$ cat src/rtl/vernierPkg.sv
package vernierPkg;

  typedef enum logic [1:0] {
    ST_IDLE   = 2'd0,
    ST_COARSE = 2'd1,
    ST_FINE   = 2'd2,
    ST_DONE   = 2'd3
  } tdcState_t;

  // strobes from control to datapath
  typedef struct packed {
    logic clearCnt;  // start of measurement: clear counters and flags
    logic leadVal;   // with clearCnt: reference edge came first
    logic cntSlow;   // coarse step active
    logic cntFast;   // fine step active
    logic latch;     // fine step finished: register the result
  } tdcStrobe_t;

  // bit positions on the sampled input bus
  localparam int IDX_REF  = 0;
  localparam int IDX_DIV  = 1;
  localparam int IDX_SLOW = 2;
  localparam int IDX_FAST = 3;
  localparam int IDX_COIN = 4;
  localparam int NUM_IN   = 5;

endpackage

$ cat src/rtl/vernierEdgeDet.sv
module vernierEdgeDet #(
  parameter int N = 5
) (
  input  logic         clk,
  input  logic         rstN,
  input  logic [N-1:0] sigIn,
  output logic [N-1:0] level,
  output logic [N-1:0] rise
);

  logic [N-1:0] stage1;
  logic [N-1:0] stage2;

  for (genvar i = 0; i < N; i++) begin : g_bit
    always_ff @(posedge clk or negedge rstN) begin
      if (!rstN) begin
        stage1[i] <= 1'b0;
        stage2[i] <= 1'b0;
      end else begin
        stage1[i] <= sigIn[i];
        stage2[i] <= stage1[i];
      end
    end
    assign level[i] = stage1[i];
    assign rise[i]  = stage1[i] & ~stage2[i];
  end

endmodule

$ cat src/rtl/vernierCtrl.sv
module vernierCtrl
  import vernierPkg::*;
(
  input  logic       clk,
  input  logic       rstN,
  input  logic       refRise,
  input  logic       divRise,
  input  logic       refLvl,
  input  logic       coincideLvl,
  output tdcStrobe_t strobe
);

  tdcState_t state;
  tdcState_t nextState;
  logic      refFirst;
  logic      stopEdge;

  always_comb begin
    nextState = state;
    strobe    = '0;
    stopEdge  = refFirst ? divRise : refRise;
    case (state)
      ST_IDLE: begin
        if (refRise || divRise) begin
          strobe.clearCnt = 1'b1;
          strobe.leadVal  = refRise;
          nextState       = (refRise && divRise) ? ST_FINE : ST_COARSE;
        end
      end
      ST_COARSE: begin
        if (stopEdge) nextState = ST_FINE;
        else          strobe.cntSlow = 1'b1;
      end
      ST_FINE: begin
        if (coincideLvl) begin
          strobe.latch = 1'b1;
          nextState    = ST_DONE;
        end else begin
          strobe.cntFast = 1'b1;
        end
      end
      ST_DONE: begin
        if (!refLvl) nextState = ST_IDLE;
      end
      default: nextState = ST_IDLE;
    endcase
  end

  always_ff @(posedge clk or negedge rstN) begin
    if (!rstN) begin
      state    <= ST_IDLE;
      refFirst <= 1'b0;
    end else begin
      state <= nextState;
      if (strobe.clearCnt) refFirst <= refRise;
    end
  end

  // stay in the result state while the reference is still high
  a_r9_hold_done: assert property (@(posedge clk) disable iff (!rstN)
    (state == ST_DONE && refLvl) |=> (state == ST_DONE));

  // a result is taken only once per measurement
  a_r6_latch_done: assert property (@(posedge clk) disable iff (!rstN)
    strobe.latch |=> (state == ST_DONE && !strobe.latch));

  // both edges together skip the coarse step
  a_r11_skip_coarse: assert property (@(posedge clk) disable iff (!rstN)
    (state == ST_IDLE && refRise && divRise) |=> (state == ST_FINE));

endmodule

$ cat src/rtl/vernierDatapath.sv
module vernierDatapath
  import vernierPkg::*;
#(
  parameter int CNT_W = 8,
  parameter int WGT_W = 8,
  parameter int OUT_W = 16
) (
  input  logic                    clk,
  input  logic                    rstN,
  input  tdcStrobe_t              strobe,
  input  logic                    slowRise,
  input  logic                    fastRise,
  input  logic [WGT_W-1:0]        coarseWeight,
  input  logic [WGT_W-1:0]        fineWeight,
  output logic signed [OUT_W-1:0] phaseWord,
  output logic                    phaseValid,
  output logic                    leadFlag,
  output logic                    coarseOvf,
  output logic                    fineOvf
);

  localparam int PROD_W = CNT_W + WGT_W;
  localparam int SUM_W  = PROD_W + 1;
  localparam int MAG_W  = OUT_W - 1;
  localparam logic [CNT_W-1:0] CNT_MAX = {CNT_W{1'b1}};
  localparam logic [SUM_W-1:0] MAG_MAX = SUM_W'((64'd1 << MAG_W) - 64'd1);

  logic [CNT_W-1:0]  coarseCnt;
  logic [CNT_W-1:0]  fineCnt;
  logic              leadPend;
  logic [PROD_W-1:0] coarseProd;
  logic [PROD_W-1:0] fineProd;
  logic [SUM_W-1:0]  sumRaw;
  logic [MAG_W-1:0]  magClamp;
  logic [OUT_W-1:0]  magExt;
  logic [OUT_W-1:0]  signedWord;

  // saturating counters
  always_ff @(posedge clk or negedge rstN) begin
    if (!rstN) begin
      coarseCnt <= '0;
      fineCnt   <= '0;
      coarseOvf <= 1'b0;
      fineOvf   <= 1'b0;
      leadPend  <= 1'b0;
    end else if (strobe.clearCnt) begin
      coarseCnt <= '0;
      fineCnt   <= '0;
      coarseOvf <= 1'b0;
      fineOvf   <= 1'b0;
      leadPend  <= strobe.leadVal;
    end else begin
      if (strobe.cntSlow && slowRise) begin
        if (coarseCnt == CNT_MAX) coarseOvf <= 1'b1;
        else                      coarseCnt <= coarseCnt + 1'b1;
      end
      if (strobe.cntFast && fastRise) begin
        if (fineCnt == CNT_MAX) fineOvf <= 1'b1;
        else                    fineCnt <= fineCnt + 1'b1;
      end
    end
  end

  // weighting and combining
  always_comb begin
    coarseProd = PROD_W'(coarseCnt) * PROD_W'(coarseWeight);
    fineProd   = PROD_W'(fineCnt) * PROD_W'(fineWeight);
    sumRaw     = SUM_W'(coarseProd) + SUM_W'(fineProd);
    magClamp   = (sumRaw > MAG_MAX) ? MAG_MAX[MAG_W-1:0] : sumRaw[MAG_W-1:0];
    magExt     = {1'b0, magClamp};
    signedWord = leadPend ? magExt : (~magExt + 1'b1);
  end

  always_ff @(posedge clk or negedge rstN) begin
    if (!rstN) begin
      phaseWord  <= '0;
      phaseValid <= 1'b0;
      leadFlag   <= 1'b0;
    end else begin
      phaseValid <= strobe.latch;
      if (strobe.latch) begin
        phaseWord <= signedWord;
        leadFlag  <= leadPend;
      end
    end
  end

  // a full counter stays full until the next start
  a_r7_coarse_sat: assert property (@(posedge clk) disable iff (!rstN)
    (coarseCnt == CNT_MAX && !strobe.clearCnt) |=> (coarseCnt == CNT_MAX));

  a_r7_fine_sat: assert property (@(posedge clk) disable iff (!rstN)
    (fineCnt == CNT_MAX && !strobe.clearCnt) |=> (fineCnt == CNT_MAX));

  // strobe is a single-cycle pulse
  a_r6_valid_pulse: assert property (@(posedge clk) disable iff (!rstN)
    phaseValid |=> !phaseValid);

  // a reference-first result is never negative
  a_r5_sign: assert property (@(posedge clk) disable iff (!rstN)
    (phaseValid && leadFlag) |-> !phaseWord[OUT_W-1]);

  // a start leaves both counters empty
  a_r10_clear: assert property (@(posedge clk) disable iff (!rstN)
    strobe.clearCnt |=> (coarseCnt == '0 && fineCnt == '0 && !coarseOvf && !fineOvf));

  // result holds between strobes
  a_r6_hold: assert property (@(posedge clk) disable iff (!rstN)
    !phaseValid |-> $stable(phaseWord) || $past(strobe.latch));

endmodule

$ cat src/rtl/vernierTdc.sv
module vernierTdc
  import vernierPkg::*;
#(
  parameter int CNT_W = 8,
  parameter int WGT_W = 8,
  parameter int OUT_W = 16
) (
  input  logic                    clk,
  input  logic                    rstN,
  input  logic                    refIn,
  input  logic                    divIn,
  input  logic                    slowOsc,
  input  logic                    fastOsc,
  input  logic                    coincide,
  input  logic [WGT_W-1:0]        coarseWeight,
  input  logic [WGT_W-1:0]        fineWeight,
  output logic signed [OUT_W-1:0] phaseWord,
  output logic                    phaseValid,
  output logic                    leadFlag,
  output logic                    coarseOvf,
  output logic                    fineOvf
);

  logic [NUM_IN-1:0] rawIn;
  logic [NUM_IN-1:0] inLvl;
  logic [NUM_IN-1:0] inRise;
  tdcStrobe_t        strobe;

  always_comb begin
    rawIn           = '0;
    rawIn[IDX_REF]  = refIn;
    rawIn[IDX_DIV]  = divIn;
    rawIn[IDX_SLOW] = slowOsc;
    rawIn[IDX_FAST] = fastOsc;
    rawIn[IDX_COIN] = coincide;
  end

  vernierEdgeDet #(.N(NUM_IN)) edge_i (
    .clk   (clk),
    .rstN  (rstN),
    .sigIn (rawIn),
    .level (inLvl),
    .rise  (inRise)
  );

  vernierCtrl ctrl_i (
    .clk         (clk),
    .rstN        (rstN),
    .refRise     (inRise[IDX_REF]),
    .divRise     (inRise[IDX_DIV]),
    .refLvl      (inLvl[IDX_REF]),
    .coincideLvl (inLvl[IDX_COIN]),
    .strobe      (strobe)
  );

  vernierDatapath #(
    .CNT_W (CNT_W),
    .WGT_W (WGT_W),
    .OUT_W (OUT_W)
  ) dp_i (
    .clk          (clk),
    .rstN         (rstN),
    .strobe       (strobe),
    .slowRise     (inRise[IDX_SLOW]),
    .fastRise     (inRise[IDX_FAST]),
    .coarseWeight (coarseWeight),
    .fineWeight   (fineWeight),
    .phaseWord    (phaseWord),
    .phaseValid   (phaseValid),
    .leadFlag     (leadFlag),
    .coarseOvf    (coarseOvf),
    .fineOvf      (fineOvf)
  );

endmodule

$ cat config.mk
export PLATFORM = sky130hd
export DESIGN_NAME = vernierTdc
export DESIGN_NICKNAME = d
export VERILOG_FILES = /design/src/rtl/vernierPkg.sv /design/src/rtl/vernierEdgeDet.sv /design/src/rtl/vernierCtrl.sv /design/src/rtl/vernierDatapath.sv /design/src/rtl/vernierTdc.sv
export SDC_FILE = /design/constraint.sdc
export NUM_CORES = 1
export LEC_CHECK = 0
export CAP_MARGIN = 20
export CORE_MARGIN = 10
export CORE_UTILIZATION = 40
export CTS_CLUSTER_DIAMETER = 100
export CTS_CLUSTER_SIZE = 40
export DETAILED_ROUTE_END_ITERATION = 7
export PLACE_DENSITY = 0.69
export SLEW_MARGIN = 25
export SYNTH_ARGS = -nofsm -noshare
export SYNTH_HDL_FRONTEND = slang
export SYNTH_SLANG_ARGS = --single-unit
$ cat constraint.sdc
create_clock -name clk -period 19.5 [get_ports clk]
set_input_delay 3.9 -clock clk [delete_from_list [all_inputs] [get_ports clk]]
set_output_delay 3.9 -clock clk [all_outputs]
set_load 0.01 [all_outputs]
# Word level (Yosys, flattened, before mapping)
# Index checks and enable logic that the tools add are counted.
dict set report word_totals {
  register_bits 49
  inputBits 23
}
dict set report op_classes {
  bitwise 9
  mux 28
  n_reduce_logical 14
  addsub 4
  mul 2
  n_eq_ne 11
  order_cmp 1
}
# cell count
set ops {}
lappend ops {{$mux W8} 6}
lappend ops {{$mul A8 B8 Y16} 2}
lappend ops {{$add A16 B16 Y17} 1}
lappend ops {{$gt A17 B15 Y1 const B} 1}
lappend ops {{$add A16 B1 Y16 const B} 1}
lappend ops {{$add A8 B1 Y8 const B} 2}
lappend ops {{$eq A8 B8 Y1 const B} 2}
lappend ops {{$mux W16} 1}
lappend ops {{$mux W2} 8}
lappend ops {{$not A15 Y16} 1}
lappend ops {{$mux W15} 1}
lappend ops {{$mux W1} 11}
lappend ops {{$ne A2 B2 Y1 const B} 4}
lappend ops {{$pmux W2 S4} 1}
lappend ops {{$reduce_and A2 Y1} 4}
lappend ops {{$reduce_bool A2 Y1} 4}
lappend ops {{$and A1 B1 Y1} 4}
lappend ops {{$eq A2 B2 Y1 const B} 2}
lappend ops {{$ne A2 B1 Y1 const B} 2}
lappend ops {{$not A1 Y1} 4}
lappend ops {{$reduce_and A4 Y1} 1}
lappend ops {{$logic_and A1 B1 Y1} 3}
lappend ops {{$eq A2 B1 Y1 const B} 1}
lappend ops {{$logic_not A2 Y1} 1}
lappend ops {{$logic_or A1 B1 Y1} 1}

# Longest topological paths before layout
dict set report logic_depth {
  word_depth 8
  ltp_mapped 34
}

# By module
# A second synthesis with hierarchy kept.
dict set report hier_totals {
  cells_unflattened 774
  hier_area_um2 7195.7
}
# module seq_area_each_um2 instances area_each_um2 cells_per_inst
set by_module_without_submodules {}
lappend by_module_without_submodules {vernierDatapath 925.9 1 6608.8 732}
lappend by_module_without_submodules {vernierEdgeDet 250.2 1 319.1 15}
lappend by_module_without_submodules {vernierCtrl 75.1 1 267.8 27}

# Worst setup path before layout
# No wires, ideal clock.
dict set report synth_timing {
  kind {in2reg}
  from {input port fineWeight[4]}
  to {register dp_i.phaseWord[14]}
  required_ns 19.369
  path_stages 32
  setup_ns 0.131
  path_slack_ns 8.430
  arrival_time_ns 10.939
  n_path_buf 2
  cell_sequence {and2_1 fa_1 inv_1 fa_1 inv_1 fa_1 fa_1 fa_1 inv_1 fa_1 inv_1 ha_1 clkbuf_1 a21o_1 a21oi_1 o21a_1 a211oi_1 o22a_1 or3_1 and2_1 buf_2 nor2_1 ha_1 and3b_1 nand2_1 nor3b_1 a21oi_1 nor4_1 nand4b_1 or4_1 a21oi_1 o31ai_1}
}
dict set report synth_via {
  elab_chain_len 7
}
# item line_no
set synth_lines {}
lappend synth_lines {{from (decl)} vernierTdc.sv:16} ;# input logic [WGT_W-1:0] fineWeight,
lappend synth_lines {{$mul A8 B8 Y16 (*)} vernierDatapath.sv:67} ;# fineProd = PROD_W'(fineCnt) * PROD_W'(fineWeight);
lappend synth_lines {{$add A16 B16 Y17 (*)} vernierDatapath.sv:68} ;# sumRaw = SUM_W'(coarseProd) + SUM_W'(fineProd);
lappend synth_lines {{$gt A17 B15 Y1} vernierDatapath.sv:69} ;# magClamp = (sumRaw > MAG_MAX) ? MAG_MAX[MAG_W-1:0] : sumRaw[MAG_W-1:0];
lappend synth_lines {{$mux W15 (*)} vernierDatapath.sv:69}
lappend synth_lines {{$not A15 Y16} vernierDatapath.sv:71} ;# signedWord = leadPend ? magExt : (~magExt + 1'b1);
lappend synth_lines {{$add A16 B1 Y16} vernierDatapath.sv:71}
lappend synth_lines {{$mux W16 (*)} vernierDatapath.sv:71}
lappend synth_lines {{to (signal assigned)} vernierDatapath.sv:82} ;# phaseWord <= signedWord;
lappend synth_lines {{to (decl)} vernierDatapath.sv:15} ;# output logic signed [OUT_W-1:0] phaseWord,
# Mark *: on every way between the ends. The rest lies on a longest branch, timed or not.
# A chain may end at the register's enable or synchronous reset.

# Final worst setup path
dict set report layout_timing {
  from {input port fineWeight[7]}
  to {register dp_i.phaseWord[14]}
}
# The elaborated chain is that of the path after synthesis.

==> run_results.csv <==
group,metric,value,unit
sta,finalCritPeriodShare,0.616,
sta,worst_slew_pin_slew,831,ps
yosys,synth_ff_type,"dfrtp_1",
global_route,global_route.usage.met2,0.197,
clock_tree,ctsHoldBuffers,0,
yosys,synth_edf_count,0,
clock_tree,htree_levels,2,
clock_tree,clkTransAtPathRegs,70,ps
critical_path,slowest_stage,"clkdlybuf4s50_1",
cells_and_area,layout.nets,1002,
yosys,synthXorXnorAreaFrac,0.0282,
yosys,synth.area.mux_share,0.00284,
yosys,synth_most_common_cell,"inv_1",
routing,vias,5192,
cells_and_area,regArea,1230,um^2
cells_and_area,drive_gt1_frac,0.0309,
power,leakage,0.00393,uW
critical_path,crit_path_end_kind,"flip-flop",
yosys,netlist_top_cells_area,"fa_1 (28%), dfrtp_1 (17%), ha_1 (13%)",
clock_tree,postCtsSetupBuffers,0,
critical_path,crit_required,19650,ps
global_route,grtUsageTotal,0.135,
cells_and_area,layout.cells.non_filler,1035,
routing,drc,0,
clock_tree,clock_path_buffers,2,
yosys,synth_top_family_by_area,"adder cells",
place,gp_congestion,0.859,
yosys,yosys_warnings,0,
clock_tree,cts_tree,"built",
routing,via_per_inst,5.02,
die,start_util,0.407,
yosys,ys_types,61,
global_route,groute.layer.met3.usage,0.0279,
critical_path,r2r_cells,30,
critical_path,path_buf_inv,4,
sta,timing.fmax,0.0833,GHz
die,fp.dieW,153,um
sta,relSlewSlack,0.445,
die,die-area,23300,um^2
yosys,ys_seq_elements,49,
yosys,synthAdderAreaFrac,0.404,
die,fp.coreArea,17300,um^2
cells_and_area,syn2layout_area_growth,10.6,%
die,num_rows,48,
global_route,grt_max_degree,50,
critical_path,worst_setup_path_start_kind,"primary input",
sta,finalCriticalPeriod,12000,ps
place,dp_hpwl,12500,um
clock_tree,numCtsBuffers,5,
sta,hold_violations,0,
clock_tree,clk_latency,300,ps
global_route,grt.busiest_layer,"met1",
yosys,synth_top_area_frac,0.276,
place,port_buffers,42,
sta,finalSetupTns,0,ps
power,max-vdd-ir-drop,0.0814,mV
power,p_per_area,97.4,nW/um^2
global_route,grt_remaining_overflow,0,
die,die_h,153,um
cells_and_area,multi_input_area,5140,um^2
routing,avgRoutedWirePerCell,14.7,um
routing,drt-pass1-iter-count,4,
hold_path,hp-class,"flip-flop to flip-flop",
yosys,syn-num-nets,981,
yosys,avgSynthCellArea,8.93,um^2
yosys,synthSimpleGateAreaFrac,0.199,
critical_path,crit_family,"adder cells",
job,max_cap_viol_count,0,
sta,finalSetupViolations,0,
yosys,ys_seq_area_frac,0.174,
critical_path,worstSetupPathType,"primary input to flip-flop",
yosys,yosys.area.top_type,"fa_1",
sta,slew_viol_final,0,
yosys,synth_area,7040,um^2
die,io_pins,43,
sta,rsz0062_at_grt,"false",
routing,drt-initial-drc-count,300,
global_route,gr-usage-met1,0.198,
yosys,synth_common_cells,"inv_1 (145), fa_1 (97), and2_1 (86), nand2_1 (86), ha_1 (72)",
yosys,synth-async-reset-ratio,1.00,
power,p_total,759,uW
global_route,grt_pass1_vias,5227,
sta,clock_skew,6.87,ps
clock_tree,cts_resized,0,
critical_path,path_depth,30,
routing,wl,15200,um
clock_tree,cts.sinks,49,
place,placed_cells,1028,
critical_path,crit_path_max_incr_delay,630,ps
hold_path,holdPathStages,0,
critical_path,path_max_fanout,8,
routing,final_antenna_net_count,0,
cells_and_area,fillers,1696,
yosys,synth_compound_area_frac,0.0965,
clock_tree,cts_root_buf,"clkbuf_16",
global_route,grt_pass1_wl,26500,um
yosys,syn_inst,789,
critical_path,cp.arrival,12150,ps
global_route,antenna_found_initial,0,
critical_path,cpMostUsedCell,"fa_1",
status,status,"completed",
cells_and_area,antenna_cells,0,
[cell usage in the layout, fill, tap and decap left out, types with 7 or more instances in the layout]
| master | count |
|---|---|
| dfrtp_1 | 49 |
| nand3_1 | 10 |
| inv_1 | 145 |
| clkdlybuf4s50_1 | 41 |
| nor2_1 | 35 |
| a21oi_1 | 30 |
| o21ai_0 | 20 |
| o31ai_1 | 10 |
| ha_1 | 72 |
| and2_1 | 86 |
| nor3_1 | 10 |
| fa_1 | 97 |
| xor2_1 | 13 |
| nand4_1 | 7 |
| nand2_1 | 86 |
[flip-flops by register name (all words and copies together) (netlist names)]
name and flops:
dp_i.phaseWord 16, dp_i.coarseCnt 8, dp_i.fineCnt 8, edge_i.level 5, edge_i.stage2 4, ctrl_i.state 2, ctrl_i.refFirst 1, dp_i.coarseOvf 1
dp_i.fineOvf 1, dp_i.leadFlag 1, dp_i.leadPend 1, dp_i.phaseValid 1
[area by class of cell]
type | count | share of cell area
Clock inverter | 2 | 0.00450
Clock buffer | 5 | 0.0161
Inverter | 146 | 0.0703
Sequential cell | 49 | 0.157
Tap cell | 225 | 0.0361
Multi-Input combinational cell | 564 | 0.660
Timing Repair Buffer | 44 | 0.0552
[kinds of logic (layout without fill, tap and decap cells)]
family / after synthesis / in the layout
AO/OA/AOI/OAI: 102 / 102
XOR/XNOR: 21 / 21
adder cells (fa/ha/maj): 169 / 169
buffers and inverters: 176 / 197
flip-flops: 49 / 49
multiplexers: 2 / 2
AND/OR/NAND/NOR: 270 / 270
[where the power goes]
part,switching [uW],total (uW),internal [uW]
combinational,288,495,206
clock,38.5,98.1,59.6
sequential,36.4,166,130
total,363,759,396
[metal layers]
| metal | up-vias | wire length [um] | part of all wire |
|---|---|---|---|
| met2 | 92 | 6690 | 0.44 |
| met5 | - | 0 | 0 |
| li1 | 2540 | - | - |
| met1 | 2547 | 7750 | 0.51 |
| met3 | 13 | 628 | 0.041 |
| met4 | 0 | 151 | 0.0099 |
[stage by stage]
stage          cell area (um^2)  utilization  worst slack, ps  hold WS (ps)
4_1_cts                    7790        0.450             7540           378
6_report                   7790        0.450             7500           375
3_5_place_dp               7630        0.441             7280           364
2_1_floorplan              7040            -             8430           346
5_1_grt                    7790        0.450             6940           392
3_3_place_gp               7630        0.441             7490           355
[path summary, 6_finish.rpt]
| kind | from | to | slack (ps) |
|---|---|---|---|
| worst max-delay path | fineWeight[7] | dp_i.phaseWord[14] | 7500 |
| worst min register to register | edge_i.level[3] | edge_i.stage2[3] | 370 |
| max in group asynchronous | rstN | dp_i.fineCnt[6] | 15370 |
| worst min-delay path | edge_i.level[3] | edge_i.stage2[3] | 370 |
| worst max register to register | dp_i.fineCnt[3] | dp_i.phaseWord[14] | 11090 |
| min in group asynchronous | rstN | edge_i.level[0] | 3710 |
Note: power is estimated with default switching activity, not from simulation.
